<file path="src/rtl/sau_pkg.sv">
package sau_pkg;
  localparam int ADDR_W    = 32;
  localparam int REGION_W  = 4;
  localparam int CFG_W     = 2;
  localparam int PAGE_LSB  = 12;
  localparam int PAGE_W    = ADDR_W - PAGE_LSB;
  localparam int HI_LSB    = 20;
  localparam int HI_W      = ADDR_W - HI_LSB;

  localparam logic [HI_W-1:0] EXEMPT_MASK  = 12'hEFF;
  localparam logic [HI_W-1:0] EXEMPT_MATCH = 12'hE00;

  // regions whose addresses mirror the even region below
  localparam logic [15:0] FOLD_REGIONS = 16'b0000_0000_0010_1010;

  localparam int FIXED_WIN_N = 4;
  localparam logic [PAGE_W-1:0] FIXED_PAGES [FIXED_WIN_N] = '{
    20'h50080, 20'h50081, 20'h50021, 20'h5002E
  };
  localparam logic [PAGE_W-1:0] MPC_BASE_PAGE = 20'h50083;

  typedef struct packed {
    logic [REGION_W-1:0] region;
    logic                ns;
    logic                nsc;
    logic                exempt;
  } attr_t;
endpackage

</file>
<file path="src/rtl/sau_cfg_reg.sv">
module sau_cfg_reg
  import sau_pkg::*;
#(
  parameter int IN_W = ADDR_W
) (
  input  logic             clk_i,
  input  logic             rst_ni,
  input  logic             we_i,
  input  logic [IN_W-1:0]  wdata_i,
  output logic [CFG_W-1:0] q_o
);
  logic unused_wdata_hi;
  assign unused_wdata_hi = ^wdata_i[IN_W-1:CFG_W];

  always_ff @(posedge clk_i or negedge rst_ni) begin
    if (!rst_ni)   q_o <= '0;
    else if (we_i) q_o <= wdata_i[CFG_W-1:0];
  end
endmodule

</file>
<file path="src/rtl/sau_attr_decode.sv">
module sau_attr_decode
  import sau_pkg::*;
(
  input  logic [HI_W-1:0]  hi_i,
  input  logic [CFG_W-1:0] cfg_i,
  output attr_t            attr_o
);
  logic [REGION_W-1:0] region;
  assign region = hi_i[HI_W-1 -: REGION_W];

  always_comb begin
    attr_o.region = region;
    attr_o.ns     = ~region[0];
    attr_o.exempt = (hi_i & EXEMPT_MASK) == EXEMPT_MATCH;
    unique case (region)
      4'h1:    attr_o.nsc = cfg_i[0];
      4'h3:    attr_o.nsc = cfg_i[1];
      default: attr_o.nsc = 1'b0;
    endcase
  end
endmodule

</file>
<file path="src/rtl/sau_window_decode.sv">
module sau_window_decode
  import sau_pkg::*;
#(
  parameter int NUM_MPC_PAGES = 1
) (
  input  logic [PAGE_W-1:0] page_i,
  output logic              hit_o
);
  localparam int NW = FIXED_WIN_N + NUM_MPC_PAGES;
  logic [NW-1:0] hit_vec;

  for (genvar g = 0; g < FIXED_WIN_N; g++) begin : g_fixed
    assign hit_vec[g] = page_i == FIXED_PAGES[g];
  end
  for (genvar m = 0; m < NUM_MPC_PAGES; m++) begin : g_mpc
    assign hit_vec[FIXED_WIN_N+m] = page_i == (MPC_BASE_PAGE + PAGE_W'(m));
  end

  assign hit_o = |hit_vec;
endmodule

</file>
<file path="src/rtl/sau_alias_fold.sv">
module sau_alias_fold
  import sau_pkg::*;
#(
  parameter logic [15:0] FOLD_MASK = FOLD_REGIONS
) (
  input  logic [ADDR_W-1:0] addr_i,
  input  logic              ctrl_hit_i,
  output logic [ADDR_W-1:0] phys_o
);
  logic fold;
  assign fold = FOLD_MASK[addr_i[ADDR_W-1 -: REGION_W]] & ~ctrl_hit_i;

  always_comb begin
    phys_o = addr_i;
    if (fold) phys_o[ADDR_W-REGION_W] = 1'b0;
  end
endmodule

</file>
<file path="src/rtl/sec_attr_alias.sv">
module sec_attr_alias
  import sau_pkg::*;
#(
  parameter int NUM_MPC_PAGES = 1
) (
  input  logic        clk_i,
  input  logic        rst_ni,
  input  logic [31:0] addr_i,
  input  logic        cfg_we_i,
  input  logic [31:0] cfg_wdata_i,
  output logic [31:0] cfg_rdata_o,
  output logic [3:0]  region_o,
  output logic        ns_o,
  output logic        nsc_o,
  output logic        exempt_o,
  output logic [31:0] phys_addr_o,
  output logic        ctrl_sel_o
);
  logic [CFG_W-1:0] cfg_q;
  attr_t            attr;
  logic             ctrl_hit;

  sau_cfg_reg #(.IN_W(ADDR_W)) u_cfg (
    .clk_i   (clk_i),
    .rst_ni  (rst_ni),
    .we_i    (cfg_we_i),
    .wdata_i (cfg_wdata_i),
    .q_o     (cfg_q)
  );

  sau_attr_decode u_attr (
    .hi_i   (addr_i[ADDR_W-1:HI_LSB]),
    .cfg_i  (cfg_q),
    .attr_o (attr)
  );

  sau_window_decode #(.NUM_MPC_PAGES(NUM_MPC_PAGES)) u_win (
    .page_i (addr_i[ADDR_W-1:PAGE_LSB]),
    .hit_o  (ctrl_hit)
  );

  sau_alias_fold u_fold (
    .addr_i     (addr_i),
    .ctrl_hit_i (ctrl_hit),
    .phys_o     (phys_addr_o)
  );

  assign cfg_rdata_o = {{(ADDR_W-CFG_W){1'b0}}, cfg_q};
  assign region_o    = attr.region;
  assign ns_o        = attr.ns;
  assign nsc_o       = attr.nsc;
  assign exempt_o    = attr.exempt;
  assign ctrl_sel_o  = ctrl_hit;
endmodule

</file>
<file path="config.mk">
export PLATFORM = sky130hd
export DESIGN_NAME = sec_attr_alias
export DESIGN_NICKNAME = d
export VERILOG_FILES = /design/src/rtl/sau_pkg.sv /design/src/rtl/sau_cfg_reg.sv /design/src/rtl/sau_attr_decode.sv /design/src/rtl/sau_window_decode.sv /design/src/rtl/sau_alias_fold.sv /design/src/rtl/sec_attr_alias.sv
export SDC_FILE = /design/constraint.sdc
export NUM_CORES = 1
export LEC_CHECK = 0
export BUFFER_PORTS_ARGS = -buffer_cell sky130_fd_sc_hd__buf_4
export CORE_MARGIN = 2
export CORE_UTILIZATION = 23
export DETAILED_ROUTE_END_ITERATION = 6
export PLACE_DENSITY = 0.77
export SYNTH_ARGS = -nofsm -noshare
export SYNTH_HDL_FRONTEND = slang
export SYNTH_SLANG_ARGS = --single-unit
</file>
<file path="constraint.sdc">
create_clock -name clk_i -period 2.3 [get_ports clk_i]
set_clock_uncertainty 0.2 [all_clocks]
set_input_delay 0.69 -clock clk_i [delete_from_list [all_inputs] [get_ports clk_i]]
set_output_delay 0.69 -clock clk_i [all_outputs]
set_load 0.005 [all_outputs]
</file>
==> results.py, run 1 <==
metrics = {
    "power_and_ir_drop": {
        "leakagePower_nw": 0.535,
        "sw_frac_of_total_pct": 30.1,
        "p_switching_uw": 77.1,
        "p_seq_share_pct": 16.3,
        "total_power_uw": 256,
        "peakVddDrop_mv": 0.208,
        "p_int_uw": 179,
        "power_density_nw_per_um2": 261,
        "power_frac_comb_pct": 52.5,
        "clkPwrFrac_pct": 31.2,
    },
    "global_routing": {
        "grt.total_usage_pct": 7.31,
        "grt-ovfl-total": 0,
        "grt_pass1_wl_um": 1970,
        "grt_pass1_vias": 470,
        "antenna_found_initial": 0,
        "grt_max_degree": 7,
    },
    "sta": {
        "finalCriticalPeriod_ns": 2.79,
        "fin_tns_setup_ns": -1.30,
        "fmax_ghz": 0.359,
        "drv_slew": 0,
        "worst_slack_ns": -0.485,
        "period_share_pct": 121,
        "hold_viol": 0,
        "rsz0062_at_grt": "yes",
        "setup_viol": 3,
    },
    "placed_design": {
        "dp_hpwl_um": 1300,
        "place_ws_ns": -0.555,
        "numPortBuffers": 54,
        "place_congestion": 0.623,
    },
    "detailed_routing": {
        "wirelength_um": 1500,
        "wl_per_cell_um": 8.76,
        "dr.pass1.iters": 3,
        "drc": 0,
        "vias": 582,
        "antenna_left": 0,
        "first_iter_violations": 13,
        "vias_per_cell": 3.40,
    },
    "logic_synthesis": {
        "synth_edf_count": 0,
        "synthTopCellsByArea": "buf_4 (68%), dfrtp_1 (6.9%), mux2_2 (3.1%), nand2_1 (2.1%), nor4b_2 (2.1%)",
        "synth.distinct_cells": 22,
        "synthFlopType": "dfrtp_1",
        "async_flop_share_pct": 100,
        "synth_cells": 93,
        "synth_top_area_cell": "buf_4",
        "synth_warnings": 0,
        "synth_area_um2": 721,
        "synth_top_area_share_pct": 67.7,
        "synth_area_per_cell_um2": 7.75,
        "yosysSeqAreaShare_pct": 6.94,
        "synth-seq-cells": 2,
    },
    "finish": {
        "final_nets": 196,
        "final_core_util_pct": 32.4,
        "multi_input_area_um2": 322,
        "top_register": "u_cfg.q_o",
        "seq_area_um2": 50.0,
        "fillerInstances": 321,
        "largest_reg_flops": 2,
        "final_cell_mix": "buf_4 (60), conb_1 (30), buf_6 (7)",
        "antenna-diode-count": 0,
        "drive_gt1_share_pct": 63.0,
        "top_regs": "u_cfg.q_o: 2 flops",
        "layout_commonest_cell": "buf_4",
        "area_delta_synth_final_pct": 36.3,
    },
    "clock_tree": {
        "cts_tree": "built",
        "htreeDepth": 1,
        "hold_buffers": 0,
        "numCtsBuffers": 3,
        "clock_sink_count": 2,
        "cts_buffer_depth": 2,
        "insertion_delay_ns": 0.23,
        "cts.clk_slew.worst_paths_ns": 0.03,
        "cts.root.buffer_cell": "clkbuf_4",
    },
    "worst_hold_path": {
        "hold_class": "in -> async",
    },
    "die": {
        "fp.coreArea_um2": 3030,
        "dieArea_um2": 3600,
        "die_h_um": 60.0,
        "rows": 20,
        "die_x_um": 60.0,
        "start_util_pct": 23.8,
        "num_io_pins": 139,
    },
    "setup_path": {
        "critical_path_class": "in -> out",
        "crit_arrival_ns": 1.90,
        "crit_fanout": 2,
        "required_ns": 1.41,
        "cp-start-kind": "input port",
        "endpoint_kind": "output port",
    },
    "run_status": {
        "run_status": "finished with violations",
        "violations": "negative setup slack",
    },
    "flow_run": {
        "max-cap-violations": 0,
    },
}
stage by stage:
| stage | instances | hold WS [ns] | instance area [um^2] |
|---|---|---|---|
| finish | 171 | 0.0379 | 982 |
| floorplan | 122 | 0.194 | 830 |
| global route | 171 | 0.0288 | 982 |
| CTS | 170 | 0.0314 | 951 |
| global placement | 167 | 0.273 | 892 |
| detailed placement | 167 | 0.275 | 892 |
power by group through the flow:
stage                     registers, mW  logic, mW  clock network [mW]
after floorplan                  0.0420      0.112                   0
after CTS                        0.0418      0.132              0.0843
after detailed placement         0.0422      0.128                   0
final                            0.0418      0.135              0.0801
after global routing             0.0420      0.149              0.0866
after global placement           0.0422      0.127                   0
cells in the mapped netlist (2+ instances only):
cell      n
buf_4    65
nand2_1   4
dfrtp_1   2
mux2_2    2
nor2_1    2
or4_1     2
logic make-up (layout without fill, tap and decap cells):
kind of cell           Yosys count  in the layout  share of synthesized area [%]
other                            1             30                          0.520
buffers and inverters           66             71                           68.2
AOI/OAI and AO/OA                3              3                           3.12
muxes                            3              3                           4.51
DFF                              2              2                           6.94
and+or+nand+nor                 18             18                           16.7
per-layer routing:
| metal | up-vias | routed length [um] | track usage, % |
|---|---|---|---|
| met5 | - | 0 | 0 |
| met2 | 45 | 812 | 11.6 |
| met4 | 0 | 21 | 5.71 |
| li1 | 277 | - | - |
| met1 | 256 | 483 | 8.14 |
| met3 | 4 | 180 | 1.95 |
path summary, 6_finish.rpt:
| kind | slack [ns] | cells after the start | start | end |
|---|---|---|---|---|
| max in group asynchronous | 1.77 | 1 | rst_ni | u_cfg.q_o[0] |
| min in group clk_i | 0.34 | 1 | u_cfg.q_o[0] | u_cfg.q_o[0] |
| worst max register to register | 1.33 | 1 | u_cfg.q_o[1] | u_cfg.q_o[1] |
| worst max-delay path | -0.49 | 6 | addr_i[22] | ctrl_sel_o |
| worst min register to register | 0.34 | 1 | u_cfg.q_o[0] | u_cfg.q_o[0] |
| worst min-delay path | 0.04 | 1 | rst_ni | u_cfg.q_o[1] |
final cells by class:
class / instances / area share, %
timing repair buffer: 67 / 53.9
inverter: 1 / 0.382
tap: 44 / 5.61
sequential: 2 / 5.10
multi-input combinational: 54 / 32.7
clock buffer: 3 / 2.29
timing repair:
action / 4_1_cts / 5_1_grt
pin swaps: 3 / 2
hold endpoints to repair: 0 / 0
gates resized for setup: 10 / 6
setup endpoints to repair: 3 / 3
buffers inserted: 0 / 1
critical path, cell delays in order:
cell,delay (ns)
buf_6,0.09
or4_4,0.54
nor2_4,0.14
nand2_2,0.08
nor4b_2,0.21
buf_4,0.15
(Power assumes the default switching activity.)
==> run 2, diff against run 1 <==
Clock period 2.3 ns to 2.4 ns, I/O delays scaled along.
==> run 2 against run 1 <==
Effect of this change:
- via count shrank 1.9%
- sequential cell count stayed put
- highest routed layer unchanged
- the flow still finishes with violations (negative setup slack)
- sequential share of layout area grew 0.059 points
- largest cell class unchanged
- non-clock buffer count is 1 lower
==> results.py, run 2 (same netlist as run 1, synthesis figures left out) <==
metrics = {
    "setup_path": {
        "timing.rr.start": "u_cfg.q_o[0]",
        "crit_arrival_ns": 1.92,
        "crit_end": "ctrl_sel_o",
        "critical_path_class": "in -> out",
        "critPathLaunch": "addr_i[22]",
        "cp-start-kind": "input port",
        "rrSetupSlack_ns": 1.43,
        "crit_fanout": 2,
        "required_ns": 1.48,
        "rr_worst_depth": 1,
        "reg2reg_to": "u_cfg.q_o[0]",
        "endpoint_kind": "output port",
    },
    "die": {
        "dieArea_um2": 3600,
        "fp.coreArea_um2": 3030,
        "rows": 20,
        "die_h_um": 60.0,
        "die_x_um": 60.0,
        "num_io_pins": 139,
        "start_util_pct": 23.8,
    },
    "finish": {
        "layout_commonest_cell": "buf_4",
        "drive_gt1_share_pct": 62.7,
        "final_nets": 195,
        "area_delta_synth_final_pct": 34.7,
        "top_regs": "u_cfg.q_o: 2 flops",
        "final_core_util_pct": 32.1,
        "top_register": "u_cfg.q_o",
        "antenna-diode-count": 0,
        "largest_reg_flops": 2,
        "final_cell_mix": "buf_4 (60), conb_1 (30), buf_6 (6)",
    },
    "global_routing": {
        "grt.total_usage_pct": 7.00,
        "grt_use_met1_pct": 8.16,
        "grt_pass1_wl_um": 1940,
        "grt-ovfl-total": 0,
        "use_met2_pct": 11.3,
        "grt_max_degree": 7,
        "busiest_layer": "met2",
        "antenna_found_initial": 0,
        "grt_util_met3_pct": 2.16,
        "grt_pass1_vias": 472,
    },
    "placed_design": {
        "place_congestion": 0.622,
        "numPortBuffers": 54,
        "dp_hpwl_um": 1260,
    },
    "run_status": {
        "run_status": "finished with violations",
        "violations": "negative setup slack",
    },
    "clock_tree": {
        "clock_sink_count": 2,
        "hold_buffers": 0,
        "cts_tree": "built",
        "cts.root.buffer_cell": "clkbuf_4",
        "cts_buffer_depth": 2,
        "numCtsBuffers": 3,
        "insertion_delay_ns": 0.22,
        "cts.clk_slew.worst_paths_ns": 0.03,
        "htreeDepth": 1,
    },
    "sta": {
        "setup_viol": 3,
        "worst_slack_ns": -0.438,
        "period_share_pct": 118,
        "rsz0062_at_grt": "yes",
        "drv_slew": 0,
        "finalCriticalPeriod_ns": 2.84,
        "fmax_ghz": 0.352,
        "hold_viol": 0,
    },
    "detailed_routing": {
        "wirelength_um": 1480,
        "drc": 0,
        "vias_per_cell": 3.36,
        "antenna_left": 0,
        "wl_per_cell_um": 8.69,
        "vias": 571,
        "first_iter_violations": 17,
        "dr.pass1.iters": 2,
    },
    "power_and_ir_drop": {
        "peakVddDrop_mv": 0.236,
        "power_density_nw_per_um2": 250,
        "leakagePower_nw": 0.529,
        "total_power_uw": 242,
    },
    "flow_run": {
        "max-cap-violations": 0,
    },
    "worst_hold_path": {
        "hold_class": "in -> async",
    },
}
## run 2: changes by cell type in the layout (fill, tap and decap cells not counted)
| cell | change |
|---|---|
| buf_6 | -1 |
## run 2: critical path, cell delays in order
cell,delay [ns]
buf_6,0.09
or4_4,0.54
nor2_4,0.13
nand2_2,0.08
nor4b_2,0.21
buf_4,0.15
## run 2: routing by layer
metal	vias up	wire (um)
met4	0	8
li1	281	-
met2	43	762
met1	245	489
met3	2	216
met5	-	0
## run 2: layout make-up
cell class | count | area (um^2)
well taps | 44 | 55.1
clock buffers | 3 | 22.5
flip-flops and latches | 2 | 50.0
fillers | 314 | 2060
repair buffers | 66 | 518
inverters | 1 | 3.75
multi-input cells | 54 | 322
## run 2: worst min-delay path by stage
stage and endpoint:
2_1_floorplan u_cfg.q_o[0], 3_3_place_gp u_cfg.q_o[0], 3_5_place_dp u_cfg.q_o[0], 4_1_cts u_cfg.q_o[0]
5_1_grt u_cfg.q_o[0], 6_report u_cfg.q_o[0]
## run 2: repair_timing
item,in CTS,in global routing
setup buffers,0,1
resized for setup,10,5
pin swaps,2,3
endpoints found under the setup margin,3,3
## run 2: power by group
| group | internal, mW | switching [mW] | leakage (nW) |
|---|---|---|---|
| combinational | 0.0781 | 0.0499 | 0.492 |
| sequential | 0.0374 | 0.00282 | 0.0234 |
| clock | 0.0552 | 0.0190 | 0.0138 |
| total | 0.171 | 0.0718 | 0.529 |
## run 2: stage by stage
step	worst slack [ns]	std cells	hold WS, ns	cell area (um^2)	TNS, ns
floorplan	-0.197	122	0.224	830	-0.333
global placement	-0.511	166	0.303	885	-1.41
detailed placement	-0.506	166	0.303	885	-1.39
CTS	-0.445	169	0.0644	942	-1.21
global route	-0.493	170	0.0591	971	-1.29
finish	-0.438	170	0.0702	971	-1.16
==> run 3, diff against run 2 <==
Settings changed: CORE_UTILIZATION 23 to 26, PLACE_DENSITY 0.77 to 0.82.
Clock period 2.4 ns to 2.63 ns, I/O delays scaled along.
==> run 3 against run 2 <==
Effect of this change:
- the flow still finishes with violations (negative setup slack)
- non-clock buffer count fell by 4
- sequential cell count did not move
- worst hold slack improved by 0.066 ns
- clock power fell by 6.3%
- die area fell by 11%
- global-route usage rose by 1.7 points
- register-to-register slack improved by 0.23 ns
- largest cell class unchanged
==> results.py, run 3 (same netlist as run 1, synthesis figures left out) <==
metrics = {
    "die": {
        "dieArea_um2": 3210,
        "rows": 19,
        "num_io_pins": 139,
        "fp.coreArea_um2": 2690,
        "die_x_um": 56.7,
        "start_util_pct": 26.8,
        "die_h_um": 56.7,
    },
    "power_and_ir_drop": {
        "power_frac_comb_pct": 51.5,
        "clkPwrFrac_pct": 31.8,
        "peakVddDrop_mv": 0.158,
        "total_power_uw": 219,
        "leakagePower_nw": 0.522,
        "p_switching_uw": 65.8,
        "power_density_nw_per_um2": 238,
        "sw_frac_of_total_pct": 30.1,
        "p_seq_share_pct": 16.8,
        "p_int_uw": 153,
    },
    "global_routing": {
        "grt-ovfl-total": 0,
        "grt.total_usage_pct": 8.70,
        "grt_pass1_vias": 468,
        "antenna_found_initial": 0,
        "grt_pass1_wl_um": 2170,
        "grt_max_degree": 7,
    },
    "finish": {
        "drive_gt1_share_pct": 59.8,
        "area_delta_synth_final_pct": 27.8,
        "final_cells": 153,
        "fin_area_um2": 921,
        "final_core_util_pct": 34.3,
        "largest_reg_flops": 2,
        "final_nets": 191,
        "antenna-diode-count": 0,
        "top_regs": "u_cfg.q_o: 2 flops",
        "layout_commonest_cell": "buf_4",
        "final_cell_mix": "buf_4 (56), conb_1 (30), buf_6 (6)",
        "top_register": "u_cfg.q_o",
    },
    "setup_path": {
        "endpoint_kind": "output port",
        "timing.rr.start": "u_cfg.q_o[1]",
        "critical_path_class": "in -> out",
        "cp-start-kind": "input port",
        "required_ns": 1.64,
        "crit_fanout": 2,
        "crit_arrival_ns": 1.99,
        "critPathLaunch": "addr_i[26]",
    },
    "run_status": {
        "violations": "negative setup slack",
        "run_status": "finished with violations",
    },
    "sta": {
        "finalCriticalPeriod_ns": 2.98,
        "worst_slack_ns": -0.351,
        "hold_viol": 0,
        "setup_viol": 3,
        "rsz0062_at_grt": "yes",
        "timing.hold.ws_ns": 0.136,
        "drv_slew": 0,
        "fin_tns_setup_ns": -0.913,
        "fmax_ghz": 0.335,
        "period_share_pct": 113,
    },
    "placed_design": {
        "place_area_um2": 831,
        "place_congestion": 0.714,
        "dp_hpwl_um": 1240,
        "place_inst": 148,
        "place_ws_ns": -0.421,
        "numPortBuffers": 54,
    },
    "detailed_routing": {
        "drc": 0,
        "first_iter_violations": 22,
        "vias": 573,
        "dr.pass1.iters": 2,
        "vias_per_cell": 3.75,
        "wirelength_um": 1480,
        "antenna_left": 0,
        "wl_per_cell_um": 9.69,
    },
    "flow_run": {
        "max-cap-violations": 0,
    },
    "clock_tree": {
        "htreeDepth": 1,
        "clock_sink_count": 2,
        "cts_buffer_depth": 2,
        "insertion_delay_ns": 0.23,
        "hold_buffers": 0,
        "cts.clk_slew.worst_paths_ns": 0.03,
        "cts_tree": "built",
        "cts.root.buffer_cell": "clkbuf_4",
        "numCtsBuffers": 3,
    },
    "worst_hold_path": {
        "hold_class": "in -> async",
    },
}
-- run 3: cell type report --
cell class | instances | area (um^2)
well taps | 31 | 38.8
fillers | 283 | 1770
flip-flops and latches | 2 | 50.0
multi-input cells | 54 | 318
clock buffers | 3 | 22.5
repair buffers | 62 | 488
inverters | 1 | 3.75
-- run 3: critical path, cell delays in order --
cell and delay, ns:
buf_6 0.09, or4_4 0.54, nor2_4 0.13, buf_4 0.12, buf_6 0.07, a41o_1 0.15, buf_6 0.09
-- run 3: layer usage --
layer / track usage, % / share of wire [%] / vias to the layer above
met5: 0 / 0 / -
met2: 14.3 / 50 / 55
met4: 6.12 / 0.94 / 0
met1: 8.77 / 32 / 246
met3: 3.69 / 17 / 2
li1: - / - / 270
-- run 3: path summary, 6_finish.rpt --
check                                  end  slack (ns)  cells past startpoint
setup / recovery           phys_addr_o[28]       -0.35                      7
hold / removal                u_cfg.q_o[1]        0.14                      1
setup reg to reg              u_cfg.q_o[1]        1.66                      1
hold reg to reg               u_cfg.q_o[0]        0.34                      1
max in group asynchronous     u_cfg.q_o[0]        2.01                      1
min in group clk_i            u_cfg.q_o[0]        0.34                      1
-- run 3: power by group through the flow --
stage               logic [mW]  registers [mW]  clock network, mW
floorplan               0.0978          0.0367                  0
global placement         0.105          0.0377                  0
detailed placement       0.107          0.0375                  0
global route             0.123          0.0373             0.0768
finish                   0.113          0.0366             0.0695
CTS                      0.110          0.0371             0.0737
-- run 3: what timing repair did --
action | CTS | global route
buffers inserted | 2 | 1
setup endpoints to repair | 3 | 3
pin swaps | 5 | 7
resized for setup | 7 | 6
